===== config.mk =====
export PLATFORM = sky130hd
export DESIGN_NAME = pwm_deadtime_inserter
export DESIGN_NICKNAME = d
export VERILOG_FILES = /design/src/rtl/dt_pkg.sv /design/src/rtl/dt_src_mux.sv /design/src/rtl/dt_pair_fsm.sv /design/src/rtl/pwm_deadtime_inserter.sv
export SDC_FILE = /design/constraint.sdc
export NUM_CORES = 1
export LEC_CHECK = 0
export ABC_AREA = 1
export BUFFER_PORTS_ARGS = -buffer_cell sky130_fd_sc_hd__buf_2
export CAP_MARGIN = 20
export CORE_AREA = 4 4 95 75
export DETAILED_ROUTE_END_ITERATION = 16
export DIE_AREA = 0 0 99 79
export PLACE_DENSITY = 0.71
export SYNTH_ARGS = -nofsm -noshare
export SYNTH_HDL_FRONTEND = slang
export SYNTH_SLANG_ARGS = --single-unit

===== constraint.sdc =====
create_clock -name clk -period 1.6 [get_ports clk]
set_input_delay 0.08 -clock clk [delete_from_list [all_inputs] [get_ports clk]]
set_output_delay 0.08 -clock clk [all_outputs]
set_load 0.005 [all_outputs]

===== src/rtl/dt_pkg.sv =====
package dt_pkg;
    typedef enum logic [1:0] {
        S_DEAD = 2'b00,
        S_TOP  = 2'b01,
        S_BOT  = 2'b10
    } dt_state_e;
endpackage


===== src/rtl/dt_src_mux.sv =====
module dt_src_mux #(
    parameter int NUM_PAIRS = 3
) (
    input  logic [NUM_PAIRS-1:0] gen_in,
    input  logic [NUM_PAIRS-1:0] swctl_en,
    input  logic [NUM_PAIRS-1:0] swctl_val,
    output logic [NUM_PAIRS-1:0] pair_src
);
    for (genvar i = 0; i < NUM_PAIRS; i++) begin : g_sel
        assign pair_src[i] = swctl_en[i] ? swctl_val[i] : gen_in[i];
    end
endmodule


===== src/rtl/dt_pair_fsm.sv =====
module dt_pair_fsm
    import dt_pkg::*;
#(
    parameter int DT_W = 8
) (
    input  logic            clk,
    input  logic            rst_n,
    input  logic            src,
    input  logic [DT_W-1:0] dead_cycles,
    output logic            top_on,
    output logic            bot_on
);
    localparam logic [DT_W-1:0] CNT_ONE  = {{(DT_W-1){1'b0}}, 1'b1};
    localparam logic [DT_W-1:0] CNT_ZERO = '0;

    dt_state_e       state_q, state_d;
    logic [DT_W-1:0] cnt_q, cnt_d;
    logic            src_q;
    logic            chg;

    assign chg = src ^ src_q;

    // state register
    always_ff @(posedge clk or negedge rst_n) begin
        if (!rst_n) begin
            state_q <= S_DEAD;
            cnt_q   <= CNT_ZERO;
            src_q   <= 1'b0;
        end else begin
            state_q <= state_d;
            cnt_q   <= cnt_d;
            src_q   <= src;
        end
    end

    // next state
    always_comb begin
        state_d = state_q;
        cnt_d   = cnt_q;
        unique case (state_q)
            S_TOP, S_BOT: begin
                if (chg) begin
                    if (dead_cycles == CNT_ZERO) begin
                        state_d = src ? S_TOP : S_BOT;          // bypass
                    end else begin
                        state_d = S_DEAD;                       // enter_dead
                        cnt_d   = dead_cycles - CNT_ONE;
                    end
                end
            end
            S_DEAD: begin
                if (chg) begin
                    if (dead_cycles == CNT_ZERO) begin
                        state_d = src ? S_TOP : S_BOT;          // bypass
                    end else begin
                        cnt_d = dead_cycles - CNT_ONE;          // retrigger
                    end
                end else if (cnt_q == CNT_ZERO) begin
                    state_d = src_q ? S_TOP : S_BOT;            // expire
                end else begin
                    cnt_d = cnt_q - CNT_ONE;                    // tick
                end
            end
            default: begin
                state_d = S_DEAD;
                cnt_d   = CNT_ZERO;
            end
        endcase
    end

    // outputs
    always_comb begin
        top_on = 1'b0;
        bot_on = 1'b0;
        unique case (state_q)
            S_TOP:   top_on = 1'b1;
            S_BOT:   bot_on = 1'b1;
            default: ;
        endcase
    end
endmodule


===== src/rtl/pwm_deadtime_inserter.sv =====
module pwm_deadtime_inserter #(
    parameter int NUM_PAIRS = 3,
    parameter int DT_W      = 8
) (
    input  logic                   clk,
    input  logic                   rst_n,
    input  logic [NUM_PAIRS-1:0]   gen_in,
    input  logic [DT_W-1:0]        dead_cycles,
    input  logic [NUM_PAIRS-1:0]   swctl_en,
    input  logic [NUM_PAIRS-1:0]   swctl_val,
    output logic [2*NUM_PAIRS-1:0] pwm_out
);
    logic [NUM_PAIRS-1:0] pair_src;

    dt_src_mux #(.NUM_PAIRS(NUM_PAIRS)) i_mux (
        .gen_in    (gen_in),
        .swctl_en  (swctl_en),
        .swctl_val (swctl_val),
        .pair_src  (pair_src)
    );

    for (genvar i = 0; i < NUM_PAIRS; i++) begin : g_pair
        dt_pair_fsm #(.DT_W(DT_W)) i_fsm (
            .clk         (clk),
            .rst_n       (rst_n),
            .src         (pair_src[i]),
            .dead_cycles (dead_cycles),
            .top_on      (pwm_out[2*i]),
            .bot_on      (pwm_out[2*i+1])
        );
    end
endmodule


Word level (Yosys, flattened, before mapping)
Index checks and enable logic that the tools add are counted.
{"block": "classes", "n_addsub": 4, "n_eq_ne": 18, "n_reduce_logical": 16, "n_bitwise": 3, "muxes": 48}
{"cell": "$mux W8", "count": 12}
{"cell": "$pmux W8 S2", "count": 3}
{"cell": "$mux W2", "count": 21}
{"cell": "$logic_not A8 Y1", "count": 4}
{"cell": "$sub A8 B1 Y8 const B", "count": 4}
{"cell": "$pmux W2 S2", "count": 3}
{"cell": "$mux W1", "count": 9}
{"cell": "$ne A3 B1 Y1 const B", "count": 3}
{"cell": "$ne A3 B2 Y1 const B", "count": 3}
{"cell": "$ne A3 B3 Y1 const B", "count": 3}
{"cell": "$reduce_and A3 Y1", "count": 3}
{"cell": "$eq A2 B1 Y1 const B", "count": 3}
{"cell": "$eq A2 B2 Y1 const B", "count": 3}
{"cell": "$logic_not A2 Y1", "count": 3}
{"cell": "$ne A2 B1 Y1 const B", "count": 3}
{"cell": "$reduce_and A2 Y1", "count": 3}
{"cell": "$reduce_or A2 Y1", "count": 3}
{"cell": "$xor A1 B1 Y1", "count": 3}
{"block": "word_totals", "reg_bits": 33, "output_inout_bits": 6, "inputBits": 19}

Longest topological paths before layout
Gate-level depths: netlist of the first run.
{"block": "depth", "word_depth": 5, "depth_mapped": 13, "depth_no_buf": 13}

Hierarchy
Synthesis of the first run repeated with hierarchy kept, for this count alone.
{"block": "hier_totals", "cells_unflattened": 561, "hier_area_um2": 3613.5}
{"module": "dt_pair_fsm at g_pair[0].i_fsm ...", "instances": 2, "area_per_inst_um2": 1188.6, "cells_each": 183}
{"module": "dt_pair_fsm at g_pair[2].i_fsm", "instances": 1, "area_per_inst_um2": 1191.1, "cells_each": 183}
{"module": "dt_src_mux", "instances": 1, "area_per_inst_um2": 45.0, "cells_each": 12}

Least setup slack after synthesis of the first run
Ideal clock, no wire load.
{"block": "synth_path", "path_type": "input port to flip-flop", "start": "in gen_in[0]", "end": "reg g_pair[0].i_fsm.cnt_q[6]", "n_path_buf": 0, "t_arrival_ps": 1606, "setup_time_ps": 117, "cell_stages": 10, "slack_ps": -123, "path_cell_list": "o21ai_0 ha_1 inv_2 nand2_2 nor3_2 nand2_1 o21ai_4 nor2_4 nand3_1 nand2_1"}
{"block": "synth_between", "elab_chain_cells": 4, "elab_cells_between_ends": 7, "classes_between": "2 x eq/ne; 3 x mux; 1 x bitwise; 1 x reduce/logical"}
{"element": "start: declaration", "line": "pwm_deadtime_inserter.sv:7", "rtl": "input logic [NUM_PAIRS-1:0] gen_in,"}
{"element": "$mux W1 (*)", "line": "dt_src_mux.sv:10", "rtl": "assign pair_src[i] = swctl_en[i] ? swctl_val[i] : gen_in[i];"}
{"element": "$xor A1 B1 Y1 (*)", "line": "dt_pair_fsm.sv:21", "rtl": "assign chg = src ^ src_q;"}
{"element": "$mux W8, or another cell as far along", "line": "dt_pair_fsm.sv:52", "rtl": "if (chg) begin"}
{"element": "$pmux W8 S2 or $reduce_and A2 Y1 (tied branches)"}
{"element": "end signal: assignment", "line": "dt_pair_fsm.sv:31", "rtl": "cnt_q <= cnt_d;"}
{"element": "end: declaration", "line": "dt_pair_fsm.sv:17", "rtl": "logic [DT_W-1:0] cnt_q, cnt_d;"}
Every way passes the cells marked *; elsewhere a longest branch is shown, timed or not.
A chain may end at the register's enable or synchronous reset.

Final worst setup path of the first run
{"block": "layout_path", "start": "reg g_pair[0].i_fsm.src_q", "end": "reg g_pair[0].i_fsm.cnt_q[4]"}
{"block": "layout_between", "elab_chain_cells": 3, "elab_cells_between_ends": 6, "classes_between": "2 x eq/ne; 2 x mux; 1 x bitwise; 1 x reduce/logical"}
{"element": "start: declaration", "line": "dt_pair_fsm.sv:18", "rtl": "logic src_q;"}
{"element": "start signal: assignment", "line": "dt_pair_fsm.sv:32", "rtl": "src_q <= src;"}
{"element": "$xor A1 B1 Y1 (*)", "line": "dt_pair_fsm.sv:21"}
{"element": "$mux W8, or another cell as far along", "line": "dt_pair_fsm.sv:52"}
{"element": "$pmux W8 S2 or $reduce_and A2 Y1 (tied branches)"}
Marked as above.

==> results.md, run 1 <==
- Critical Path Sink Type: flip-flop
- Die outline area: 0.007821 mm²
- Final setup margin: 0.03408 ns
- CP delay by family, top: simple AND/OR/NAND/NOR gates
- Wire length of the first global-routing pass: 12.89 mm
- Area taken by flip-flops and latches: 825.8 µm²
- Share of synthesized registers carrying an async set or reset: 1.000
- Launch instance of the worst register-to-register path: g_pair[0].i_fsm.src_q
- Sequential share of power: 0.241
- Critical path start-end classification: flip-flop to flip-flop
- Clk sink count: 33
- Area of the multi-input gates: 0.002096 mm²
- Setup repair after global routing missed its margin: true
- Maximum root-to-sink buffer count: 2
- Number of remaining DRC errors: 0
- Skew-Pair Late Insertion Delay: 0.30 ns
- Launch point of the critical path: g_pair[0].i_fsm.src_q
- Startpoint of the tightest hold check path: dead_cycles[0]
- Number of levels the H-tree was split into: 2
- Max rail drop VDD: 0.0008244 V
- Layout filler cell count: 566
- Largest fanout on the critical path: 8
- Total power per unit cell area: 1683 mW/mm²
- Crit-path max cell delay: 0.39 ns
- Library cell used as clock root buffer: clkbuf_8
- Count of final setup violators: 0
- Die X: 99 µm
- Number of cells after detailed placement: 576
- Vias per inst: 5.178
- First-pass detailed-route iteration total: 5
- Arrival time worst endpoint: 1.80 ns
- CTS tree: built
- Routed length per instance: 12.90 µm
- Required time worst endpoint: 1.84 ns
- Count of boundary I/O pins: 25
- Pre-CTS WS: -0.05701 ns
- Count of pins over their slew limit: 0
- Outcome: finished clean
- Path type of the worst min-delay path: input pin to flip-flop
- Antenna diodes: 0
- Remaining global-route overflow: 0
- Most common flop cell mapped by yosys: dfrtp_1
- Leak pwr: 1.998 nW
- Max-capacitance violation count: 0
- Crit share post-route: 0.9787
- Clock buffers created by TritonCTS: 5
- Proportion of power drawn by the clock network: 0.100
- Area overhead of the layout relative to synthesis: 24.43%
- Vertical die dimension: 79 µm
- Number of non-filler instances in the completed layout: 590
- Crit-path slowest cell: dfrtp_1
- Most frequent cells after synthesis: nand2_1 (129), inv_1 (61), nand3_1 (36)
- Number of antenna violations at the first check in global routing: 0
- Clock transition at path regs: 0.07 ns
- Cell count after synthesis: 442
- Max Clock Skew: 0.01007 ns
- Residual antenna-violating net count after detailed routing: 0
- HPWL reported at the end of detailed placement: 5.677 mm
- Switching power as a share of total power: 0.4924
- Gr usage total: 0.2035
- Proportion of synthesized chip area in sequential cells: 0.2674
- Cell-by-cell trace of the critical path: inv_2 -> ha_4 -> inv_4 -> nand2_2 -> nor3_2 -> nand2_2 -> o21ai_4 -> buf_6 -> nand2_1 -> nand2_1
- EDFF count, synth: 0
- Number of distinct library cell variants in the gate-level netlist after synthesis: 34
- Share of layout cells above drive strength 1: 0.2888
- Via count of the first global-routing pass: 2,842
- Switching power total: 3.184 mW
- # port buffers: 24
- Final worst path period need: 1.566 ns
- Final Hold Viols: 0
- Relative slew slack: 0.7018
- Total of flip-flops plus latches after synthesis: 33
- Combinational share of power: 0.659
- Number of placement rows: 25
- Area of the placeable core: 0.006162 mm²
- Initial core utilization: 0.5011
- Share of the synthesized area in the top cell type: 0.2674
- Yosys Warn Count: 0
- Slew at the pin with the worst max-slew slack: 0.4473 ns
- Internal power: 3.282 mW
- Highest clock frequency the design can meet: 638.6 MHz
- Top cells by area, synth: dfrtp_1 (27%), nand2_1 (16%), ha_1 (13%)
- Number of design-rule violations left by the first detailed-router iteration: 171
- Final net count: 558
- Routability congestion estimate from global placement: 0.8843
- Average instance area after synthesis: 6.986 µm²
- Critical path launch point type: flip-flop
- Sum of routed wire length over all layers: 7.610 mm
- Maximum number of pins on one net before global-route repair: 34
- Cell with the most instances after synthesis: nand2_1
- Netlist area before placement: 0.003088 mm²
- Cell type with the largest total area after synthesis: dfrtp_1
- Worst path buffer plus inverter count: 3
- Via count: 3,055
- Post-Synthesis Net Count: 492
placed cells by master (no fill, tap or decap), types with 18 or more instances in the layout:
cell       n
nand2_1  119
dfrtp_1   33
buf_2     24
buf_4     42
nand3_1   30
nor2_1    19
ha_1      25
o21ai_0   21
o21ai_1   18
inv_1     54
through the flow:
step | cell area, µm² | power (mW) | setup TNS (ns) | hold WS (ns) | utilization
floorplan | 3105 | 4.205 | 0 | -0.2156 | -
global placement | 3546 | 5.260 | 0 | 0.1445 | 0.5754
detailed placement | 3546 | 5.376 | -0.1901 | 0.1473 | 0.5754
CTS | 3666 | 6.085 | 0 | 0.2644 | 0.5949
global route | 3842 | 7.139 | -0.4523 | 0.3223 | 0.6236
finish | 3842 | 6.466 | 0 | 0.2710 | 0.6236
registers in the layout, summed over array words and instances (netlist names):
name and count:
g_pair.i_fsm.cnt_q 24, g_pair.i_fsm.src_q 3, g_pair.i_fsm.state_q 6
path summary, 6_finish.rpt:
kind | to | slack, ns | depth (start not counted)
setup / recovery | g_pair[0].i_fsm.cnt_q[4] | 0.03 | 10
min in group asynchronous | g_pair[2].i_fsm.cnt_q[7] | 0.34 | 3
hold / removal | g_pair[2].i_fsm.cnt_q[0] | 0.27 | 6
hold reg to reg | g_pair[2].i_fsm.cnt_q[1] | 0.52 | 2
setup reg to reg | g_pair[0].i_fsm.cnt_q[4] | 0.03 | 10
max in group asynchronous | g_pair[1].i_fsm.cnt_q[3] | 0.94 | 3
final cells by class:
class,instances,area share
Clock buffer,5,0.01791
Clock inverter,3,0.004559
Sequential cell,33,0.2149
Inverter,67,0.06675
Multi-Input combinational cell,332,0.5454
Tap cell,81,0.02638
Timing Repair Buffer,69,0.1241
power by group through the flow:
stage               clock network [mW]  registers, mW  logic [mW]
floorplan                            0           1.48        2.72
global placement                     0           1.55        3.71
detailed placement                   0           1.55        3.82
CTS                              0.664           1.54        3.88
global route                     0.694           1.62        4.83
finish                           0.645           1.56        4.26
worst register-to-register path, delay by kind of cell (launching register included):
family	cells	cell delay (ns)
AOI/OAI and AO/OA	1	0.18
adders and majority gates	1	0.22
DFF	1	0.39
and+or+nand+nor	5	0.41
buffers and inverters	3	0.31
layer usage:
layer	up-vias	track usage	wire length [µm]
met1	1396	0.2767	3518
met3	13	0.03336	499
li1	1552	-	-
met5	-	0	0
met4	0	0.08186	119
met2	94	0.3231	3473
repair_timing:
action / CTS / global route
pin swaps: 1 / 10
hold buffers: 1 / 0
gates resized for setup: 4 / 39
endpoints found under the hold margin: 33 / 0
endpoints found under the setup margin: 14 / 30
setup buffers: 0 / 5
cells by family after synthesis:
logic type      count (synthesis)  synth area share
buf+inv                        77            0.1094
simple gates                  214            0.3144
flops                          33            0.2674
compound gates                 77            0.1548
xor+xnor                       10           0.02836
fa+ha+maj                      31            0.1256
Note: power is estimated with default switching activity, not from simulation.
==> run 2: changes to the inputs <==
--- a/config.mk
+++ b/config.mk
@@ -8,10 +8,11 @@
 export ABC_AREA = 1
 export BUFFER_PORTS_ARGS = -buffer_cell sky130_fd_sc_hd__buf_2
 export CAP_MARGIN = 20
-export CORE_AREA = 4 4 95 75
+export CORE_AREA = 4 4 103 80
 export DETAILED_ROUTE_END_ITERATION = 16
-export DIE_AREA = 0 0 99 79
+export DIE_AREA = 0 0 107 84
 export PLACE_DENSITY = 0.71
 export SYNTH_ARGS = -nofsm -noshare
 export SYNTH_HDL_FRONTEND = slang
+export SYNTH_HIERARCHICAL = 1
 export SYNTH_SLANG_ARGS = --single-unit
==> run 2 against run 1 <==
  * Via count increased by 25%
  * Global-route usage grew 0.66 points
  * Critical path depth decreased by 1
  * Die area grew 15%
  * Hold slack got worse by 0.14 ns
  * Flip-flop and latch count unchanged
  * Area after synthesis grew 17%
  * Fmax hardly changed
==> results.md, run 2 <==
- Via count: 3,809 (was 3,055)
- Top cells by area, synth: dfrtp_1 (23%), nand2_1 (18%), ha_1 (11%) (was dfrtp_1 (27%), nand2_1 (16%), ha_1 (13%))
- Final worst path period need: 1.564 ns (was 1.566 ns)
- HPWL reported at the end of detailed placement: 7.334 mm (was 5.677 mm)
- Crit share post-route: 0.9778 (was 0.9787)
- Die X: 107 µm (was 99 µm)
- Total power per unit cell area: 1548 mW/mm² (was 1683 mW/mm²)
- Clock buffers created by TritonCTS: 5 (unchanged)
- Skew-Pair Late Insertion Delay: 0.29 ns (was 0.30 ns)
- Count of final setup violators: 0 (unchanged)
- Number of flip-flops in the largest register: 24 (unchanged)
- Max Clock Skew: 0.006921 ns (was 0.01007 ns)
- Combinational share of power: 0.679 (was 0.659)
- Routed length per instance: 12.78 µm (was 12.90 µm)
- Routability congestion estimate from global placement: 0.9037 (was 0.8843)
- Final Hold Viols: 0 (unchanged)
- Proportion of power drawn by the clock network: 0.091 (was 0.100)
- Number of placement rows: 27 (was 25)
- Number of levels the H-tree was split into: 2 (unchanged)
- Largest registers: g_pair.i_fsm/cnt_q: 24 flops, g_pair.i_fsm/state_q: 6 flops, g_pair.i_fsm/src_q: 3 flops (was g_pair.i_fsm.cnt_q: 24 flops, g_pair.i_fsm.state_q: 6 flops, g_pair.i_fsm.src_q: 3 flops)
- Share of the synthesized area in the top cell type: 0.2285 (was 0.2674)
- Maximum root-to-sink buffer count: 2 (unchanged)
- Cell type with the largest total area after synthesis: dfrtp_1 (unchanged)
- Most common cell after layout, fill and taps aside: nand2_1 (unchanged)
- Clock transition at path regs: 0.07 ns (about the same)
- Area taken by flip-flops and latches: 825.8 µm² (unchanged)
- Remaining global-route overflow: 0 (unchanged)
- CTS tree: built (unchanged)
- Number of design-rule violations left by the first detailed-router iteration: 221 (was 171)
- Highest clock frequency the design can meet: 639.2 MHz (was 638.6 MHz)
- Netlist area before placement: 0.003613 mm² (was 0.003088 mm²)
- Utilization of the core after routing: 0.6156 (was 0.6236)
- Sum of routed wire length over all layers: 9.443 mm (was 7.610 mm)
- Total of flip-flops plus latches after synthesis: 33 (unchanged)
- Count of boundary I/O pins: 25 (unchanged)
- Switching power total: 3.440 mW (was 3.184 mW)
- Count of pins over their slew limit: 0 (unchanged)
- Layout filler cell count: 702 (was 566)
- Gr usage total: 0.2101 (was 0.2035)
- Most common flop cell mapped by yosys: dfrtp_1 (unchanged)
- Average instance area after synthesis: 6.441 µm² (was 6.986 µm²)
- Most frequent cells in the layout: nand2_1 (173), nand3_1 (70), inv_1 (58) (was nand2_1 (119), inv_1 (54), buf_4 (42))
- Antenna diodes: 0 (unchanged)
- Relative slew slack: 0.7118 (was 0.7018)
- Switching power as a share of total power: 0.4994 (was 0.4924)
- Area of the multi-input gates: 0.002564 mm² (was 0.002096 mm²)
- Worst hold slack: 0.1332 ns (was 0.2710 ns)
- Maximum number of pins on one net before global-route repair: 34 (unchanged)
- Max-capacitance violation count: 0 (unchanged)
- Most frequent cells after synthesis: nand2_1 (175), nand3_1 (72), inv_1 (62) (was nand2_1 (129), inv_1 (61), nand3_1 (36))
- Number of antenna violations at the first check in global routing: 0 (unchanged)
- Hold-critical path depth: 4 (was 6)
- Max rail drop VDD: 0.0008185 V (was 0.0008244 V)
- Internal power: 3.449 mW (was 3.282 mW)
- Required time worst endpoint: 1.78 ns (was 1.84 ns)
- Arrival time worst endpoint: 1.75 ns (was 1.80 ns)
- Leak pwr: 2.357 nW (was 1.998 nW)
- Clk sink count: 33 (unchanged)
- Setup repair after global routing missed its margin: true (unchanged)
- Share of layout cells above drive strength 1: 0.2665 (was 0.2888)
- Top register by number of flip-flops: g_pair.i_fsm/cnt_q (was g_pair.i_fsm.cnt_q)
- Number of distinct library cell variants in the gate-level netlist after synthesis: 30 (was 34)
- Initial core utilization: 0.4998 (was 0.5011)
- Die outline area: 0.008988 mm² (was 0.007821 mm²)
- Vertical die dimension: 84 µm (was 79 µm)
- Post-Synthesis Net Count: 611 (was 492)
- Number of remaining DRC errors: 0 (unchanged)
- Yosys Warn Count: 6 (was 0)
- Proportion of synthesized chip area in sequential cells: 0.2285 (was 0.2674)
- Area of the placeable core: 0.007229 mm² (was 0.006162 mm²)
- # port buffers: 24 (unchanged)
- Slew at the pin with the worst max-slew slack: 0.4323 ns (was 0.4473 ns)
- Area overhead of the layout relative to synthesis: 23.16% (was 24.43%)
- Number of cells on the worst reg-to-reg path: 9 (was 10)
- Sequential share of power: 0.230 (was 0.241)
- Critical path launch point type: flip-flop (unchanged)
- EDFF count, synth: 0 (unchanged)
- Share of synthesized registers carrying an async set or reset: 1.000 (unchanged)
- Wire length of the first global-routing pass: 15.68 mm (was 12.89 mm)
- Outcome: finished clean (unchanged)
- Cell count after synthesis: 561 (was 442)
- First-pass detailed-route iteration total: 7 (was 5)
- Critical path start-end classification: flip-flop to flip-flop (unchanged)
- Largest fanout on the critical path: 5 (was 8)
- Path type of the worst min-delay path: input pin to flip-flop (unchanged)
- Critical Path Sink Type: flip-flop (unchanged)
- Library cell used as clock root buffer: clkbuf_8 (unchanged)
- Final net count: 687 (was 558)
- Residual antenna-violating net count after detailed routing: 0 (unchanged)
- Overall power: 6.889 mW (was 6.466 mW)
- Cell with the most instances after synthesis: nand2_1 (unchanged)
- Via count of the first global-routing pass: 3,406 (was 2,842)
- Vias per inst: 5.154 (was 5.178)
run 2: final cells by class:
| type | instances | area share |
|---|---|---|
| Clock buffer | 5 | 0.01546 |
| Sequential cell | 33 | 0.1855 |
| Tap cell | 101 | 0.02839 |
| Multi-Input combinational cell | 443 | 0.5760 |
| Inverter | 81 | 0.07113 |
| Timing Repair Buffer | 73 | 0.1195 |
| Clock inverter | 3 | 0.003936 |
run 2: final timing paths:
check	startpoint	end	slack (ns)
max in group asynchronous	rst_n	g_pair[2].i_fsm/state_q[1]	0.94
min reg2reg	g_pair[2].i_fsm/cnt_q[4]	g_pair[2].i_fsm/cnt_q[4]	0.49
max reg2reg	g_pair[2].i_fsm/src_q	g_pair[2].i_fsm/cnt_q[5]	0.04
min in group asynchronous	rst_n	g_pair[0].i_fsm/src_q	0.34
min	gen_in[1]	g_pair[1].i_fsm/src_q	0.13
max	g_pair[2].i_fsm/src_q	g_pair[2].i_fsm/cnt_q[5]	0.04
run 2: per-stage QoR:
| step | setup slack [ns] | setup TNS [ns] | cell area, µm² | cells |
|---|---|---|---|---|
| floorplan | 0.05613 | 0 | 3618 | 561 |
| global placement | -0.02138 | -0.04757 | 4179 | 724 |
| detailed placement | -0.04081 | -0.2067 | 4179 | 724 |
| CTS | 0.01059 | 0 | 4280 | 733 |
| global route | -0.04590 | -0.2360 | 4451 | 739 |
| finish | 0.03552 | 0 | 4451 | 739 |
run 2: worst max-delay path: stages, from the launching register on:
cell and delay, ns:
dfrtp_1 0.40, inv_2 0.09, ha_4 0.23, nor3_4 0.19
nand4_2 0.14, nand2_4 0.11, nor2_4 0.05, buf_4 0.14
nand3_2 0.06, nand2_1 0.05
run 2: routing by layer:
metal	track usage	vias to the layer above	part of all wire
li1	-	1938	-
met1	0.3078	1778	0.51
met2	0.3223	85	0.44
met3	0.03248	8	0.044
met4	0.05110	0	0.0071
met5	0	-	0
run 2: cell families after synthesis:
family	Yosys count	synth area share
fa+ha+maj	31	0.1073
buf+inv	85	0.09833
xor+xnor	8	0.01939
simple gates	347	0.4595
compound gates	57	0.08691
flops	33	0.2285
run 2: power by group through the flow:
stage / Combinational, mW / Sequential (mW) / Clock (mW)
after global routing: 5.26 / 1.63 / 0.682
after detailed placement: 4.23 / 1.56 / 0
after floorplan: 2.93 / 1.50 / 0
final: 4.68 / 1.58 / 0.625
after global placement: 4.17 / 1.56 / 0
after CTS: 4.26 / 1.55 / 0.649
run 2: what timing repair did:
item,in CTS,in global routing
setup endpoints to repair,10,26
resized for setup,2,28
buffers inserted,0,6
pin swaps,2,14
endpoints found under the hold margin,33,0
hold buffers,1,0
==> run 3: changes to the inputs <==
--- a/config.mk
+++ b/config.mk
@@ -5,12 +5,12 @@
 export SDC_FILE = /design/constraint.sdc
 export NUM_CORES = 1
 export LEC_CHECK = 0
-export ABC_AREA = 1
 export BUFFER_PORTS_ARGS = -buffer_cell sky130_fd_sc_hd__buf_2
 export CAP_MARGIN = 20
-export CORE_AREA = 4 4 103 80
+export CORE_AREA = 4 4 99 77
+export CTS_BUF_LIST = sky130_fd_sc_hd__clkbuf_8
 export DETAILED_ROUTE_END_ITERATION = 16
-export DIE_AREA = 0 0 107 84
+export DIE_AREA = 0 0 103 81
 export PLACE_DENSITY = 0.71
 export SYNTH_ARGS = -nofsm -noshare
 export SYNTH_HDL_FRONTEND = slang
==> run 3 against run 2 <==
  * The flow now finishes with violations (negative setup slack)
  * Register-to-register slack worse by 0.37 ns
  * Flip-flop and latch count is the same
  * Sequential share of layout area is 2.1 points lower
  * Highest routed layer unchanged
  * Hold slack improved by 0.020 ns
  * Count of clock-buffer cells in the layout increased by 1
  * Power increased by 34%
  * Design area up 13%
  * Wire length is 17% higher
  * Critical endpoint is now g_pair[1].i_fsm/cnt_q[7]
  * Non-clock buffer count grew 97
==> results.md, run 3 <==
- Hold-critical path depth: 3 (was 4)
- Proportion of synthesized chip area in sequential cells: 0.2490 (was 0.2285)
- Cell count after synthesis: 396 (was 561)
- Failing checks: negative setup slack
- Most frequent cells in the layout: buf_4 (129), nor2_1 (43), dfrtp_1 (33) (was nand2_1 (173), nand3_1 (70), inv_1 (58))
- Vias per inst: 5.949 (was 5.154)
- Number of distinct library cell variants in the gate-level netlist after synthesis: 61 (was 30)
- Cell with the most instances after synthesis: nor2_1 (was nand2_1)
- Most common flop cell mapped by yosys: dfrtp_1 (unchanged)
- Crit-path slowest cell: or4_4 (was dfrtp_1)
- Outcome: finished with violations (was finished clean)
- Slack of the worst reg-to-reg path: -0.33 ns (was 0.04 ns)
- Cell-by-cell trace of the critical path: or4_4 -> or3_4 -> buf_4 -> o21a_1 -> o21ai_1 -> o21ai_2 (was inv_2 -> ha_4 -> nor3_4 -> nand4_2 -> nand2_4 -> nor2_4 -> buf_4 -> nand3_2 -> nand2_1)
- Initial core utilization: 0.4950 (was 0.4998)
- Area of the multi-input gates: 0.002599 mm² (was 0.002564 mm²)
- Area overhead of the layout relative to synthesis: 51.75% (was 23.16%)
- Number of cells on the worst reg-to-reg path: 6 (was 9)
- Clk sink count: 33 (unchanged)
- Share of synthesized registers carrying an async set or reset: 1.000 (unchanged)
- Setup TNS Final: -6.097 ns (was 0 ns)
- Crit-path max cell delay: 0.55 ns (was 0.40 ns)
- Max rail drop VDD: 0.0009860 V (was 0.0008185 V)
- Layout filler cell count: 441 (was 702)
- Critical path launch point type: flip-flop (unchanged)
- Routability congestion estimate from global placement: 0.9578 (was 0.9037)
- Largest registers: g_pair.i_fsm/cnt_q: 24 flops, g_pair.i_fsm/state_q: 6 flops, g_pair.i_fsm/src_q: 3 flops (unchanged)
- Maximum number of pins on one net before global-route repair: 34 (unchanged)
- Number of design-rule violations left by the first detailed-router iteration: 327 (was 221)
- Critical path start-end classification: flip-flop to flip-flop (unchanged)
- Largest fanout on the critical path: 2 (was 5)
- Die outline area: 0.008343 mm² (was 0.008988 mm²)
- First-pass detailed-route iteration total: 5 (was 7)
- Overall power: 9.243 mW (was 6.889 mW)
- Die X: 103 µm (was 107 µm)
- Residual antenna-violating net count after detailed routing: 0 (unchanged)
- Final worst path period need: 1.931 ns (was 1.564 ns)
- Arrival time worst endpoint: 2.11 ns (was 1.75 ns)
- Leak pwr: 2.308 nW (was 2.357 nW)
- Clock buffers created by TritonCTS: 5 (unchanged)
- Final net count: 607 (was 687)
- Yosys Warn Count: 6 (unchanged)
- Utilization of the core after routing: 0.7511 (was 0.6156)
- Most frequent cells after synthesis: nor2_1 (46), o21ai_0 (42), dfrtp_1 (33) (was nand2_1 (175), nand3_1 (72), inv_1 (62))
- Antenna diodes: 0 (unchanged)
- Routed length per instance: 17.21 µm (was 12.78 µm)
- Highest clock frequency the design can meet: 517.8 MHz (was 639.2 MHz)
- Maximum root-to-sink buffer count: 2 (unchanged)
- Setup repair after global routing missed its margin: true (unchanged)
- Clock transition at path regs: 0.08 ns (was 0.07 ns)
- Critical Path Sink Type: flip-flop (unchanged)
- Vertical die dimension: 81 µm (was 84 µm)
- Share of layout cells above drive strength 1: 0.4713 (was 0.2665)
- Number of cells after detailed placement: 611 (was 724)
- Count of final setup violators: 30 (was 0)
- Via count: 3,819 (was 3,809)
- Slew at the pin with the worst max-slew slack: 0.4868 ns (was 0.4323 ns)
- Via count of the first global-routing pass: 3,631 (was 3,406)
- Worst hold slack: 0.1531 ns (was 0.1332 ns)
- Final Hold Viols: 0 (unchanged)
- Crit share post-route: 1.207 (was 0.9778)
- Area taken by flip-flops and latches: 825.8 µm² (unchanged)
- Total of flip-flops plus latches after synthesis: 33 (unchanged)
- Post-Synthesis Net Count: 446 (was 611)
- Share of the synthesized area in the top cell type: 0.2490 (was 0.2285)
- Wire length of the first global-routing pass: 17.42 mm (was 15.68 mm)
- Number of antenna violations at the first check in global routing: 0 (unchanged)
- Skew-Pair Late Insertion Delay: 0.29 ns (about the same)
- Path type of the worst min-delay path: input pin to flip-flop (unchanged)
- Number of flip-flops in the largest register: 24 (unchanged)
- Top register by number of flip-flops: g_pair.i_fsm/cnt_q (unchanged)
- Number of non-filler instances in the completed layout: 642 (was 739)
- Count of pins over their slew limit: 0 (unchanged)
- Number of levels the H-tree was split into: 2 (unchanged)
- Max-capacitance violation count: 0 (unchanged)
- Library cell used as clock root buffer: clkbuf_8 (unchanged)
- Sum of routed wire length over all layers: 11.05 mm (was 9.443 mm)
- Netlist area before placement: 0.003317 mm² (was 0.003613 mm²)
- Gr usage total: 0.2633 (was 0.2101)
- EDFF count, synth: 0 (unchanged)
- Average instance area after synthesis: 8.376 µm² (was 6.441 µm²)
- Number of remaining DRC errors: 0 (unchanged)
- Relative slew slack: 0.6755 (was 0.7118)
- Area of the placeable core: 0.006701 mm² (was 0.007229 mm²)
- Number of placement rows: 26 (was 27)
- Required time worst endpoint: 1.78 ns (about the same)
- Final setup margin: -0.3314 ns (was 0.03552 ns)
- Cell type with the largest total area after synthesis: dfrtp_1 (unchanged)
- Top cells by area, synth: dfrtp_1 (25%), ha_1 (12%), o21ai_0 (6.3%) (was dfrtp_1 (23%), nand2_1 (18%), ha_1 (11%))
- CTS tree: built (unchanged)
- Pre-CTS WS: -0.3269 ns (was -0.04081 ns)
- Count of boundary I/O pins: 25 (unchanged)
- Non-Filler Cell Area, Final: 0.005034 mm² (was 0.004451 mm²)
- Max Clock Skew: 0.008879 ns (was 0.006921 ns)
- Placed standard-cell area: 0.004464 mm² (was 0.004179 mm²)
- HPWL reported at the end of detailed placement: 7.661 mm (was 7.334 mm)
- Total power per unit cell area: 1836 mW/mm² (was 1548 mW/mm²)
- Remaining global-route overflow: 0 (unchanged)
- # port buffers: 24 (unchanged)
- Most common cell after layout, fill and taps aside: buf_4 (was nand2_1)
[run 3: changes by cell type after synthesis, moves of 9 or more]
cell	previous run	this run
nor2_2	9	0
nand4_1	10	0
nand2_1	175	8
nor2_4	9	0
inv_2	15	0
nand2_2	9	0
nor4_1	0	9
nor3_1	4	20
mux2_2	0	9
inv_1	62	29
o21ai_1	15	3
nand3_1	72	13
o21ai_0	21	42
[run 3: cell type report]
class / instances / area share
clock buffers: 6 / 0.01641
clock inverters: 2 / 0.002734
inverters: 29 / 0.02212
multi-input cells: 318 / 0.5163
flip-flops and latches: 33 / 0.1641
well taps: 84 / 0.02088
repair buffers: 170 / 0.2575
[run 3: final timing paths]
kind,from,to
max reg2reg,g_pair[1].i_fsm/cnt_q[2],g_pair[1].i_fsm/cnt_q[7]
min reg2reg,g_pair[1].i_fsm/state_q[1],g_pair[1].i_fsm/state_q[1]
min,swctl_val[0],g_pair[0].i_fsm/src_q
max,g_pair[1].i_fsm/cnt_q[2],g_pair[1].i_fsm/cnt_q[7]
max in group asynchronous,rst_n,g_pair[2].i_fsm/cnt_q[2]
min in group asynchronous,rst_n,g_pair[1].i_fsm/cnt_q[5]
[run 3: layer usage]
metal  up-vias  share of wire  wire length [µm]  GRT usage
li1       1798              -                 -          -
met4         0          0.015               162    0.07245
met1      1832           0.45              4952     0.3664
met3        15          0.073               804    0.04292
met2       174           0.46              5127     0.4225
met5         -              0                 0          0
[run 3: repair_timing]
action	in CTS	in global routing
hold buffers	1	0
gates resized for setup	44	37
buffers inserted	16	9
setup endpoints to repair	30	30
hold endpoints to repair	33	0
pin swaps	23	16
[run 3: kinds of logic (layout without fill, tap and decap cells)]
logic type	Yosys count	in the layout	share of synthesized area
AND/OR/NAND/NOR	137	137	0.2271
buffers and inverters	45	207	0.06978
multiplexers	16	16	0.05621
adder cells (fa/ha/maj)	31	31	0.1169
XOR/XNOR	10	10	0.02641
flip-flops	33	33	0.2490
AO/OA/AOI/OAI	124	124	0.2546
[run 3: worst max-delay path: cells and delay by family (launching register included)]
| family | cells | cell delay [ns] |
|---|---|---|
| AO/OA/AOI/OAI | 3 | 0.38 |
| buffers and inverters | 1 | 0.15 |
| flip-flops | 1 | 0.39 |
| AND/OR/NAND/NOR | 2 | 0.90 |
[run 3: power by group]
| part | switching, mW | internal (mW) | total [mW] |
|---|---|---|---|
| combinational | 3.44 | 3.62 | 7.07 |
| sequential | 0.289 | 1.20 | 1.49 |
| clock | 0.337 | 0.349 | 0.686 |
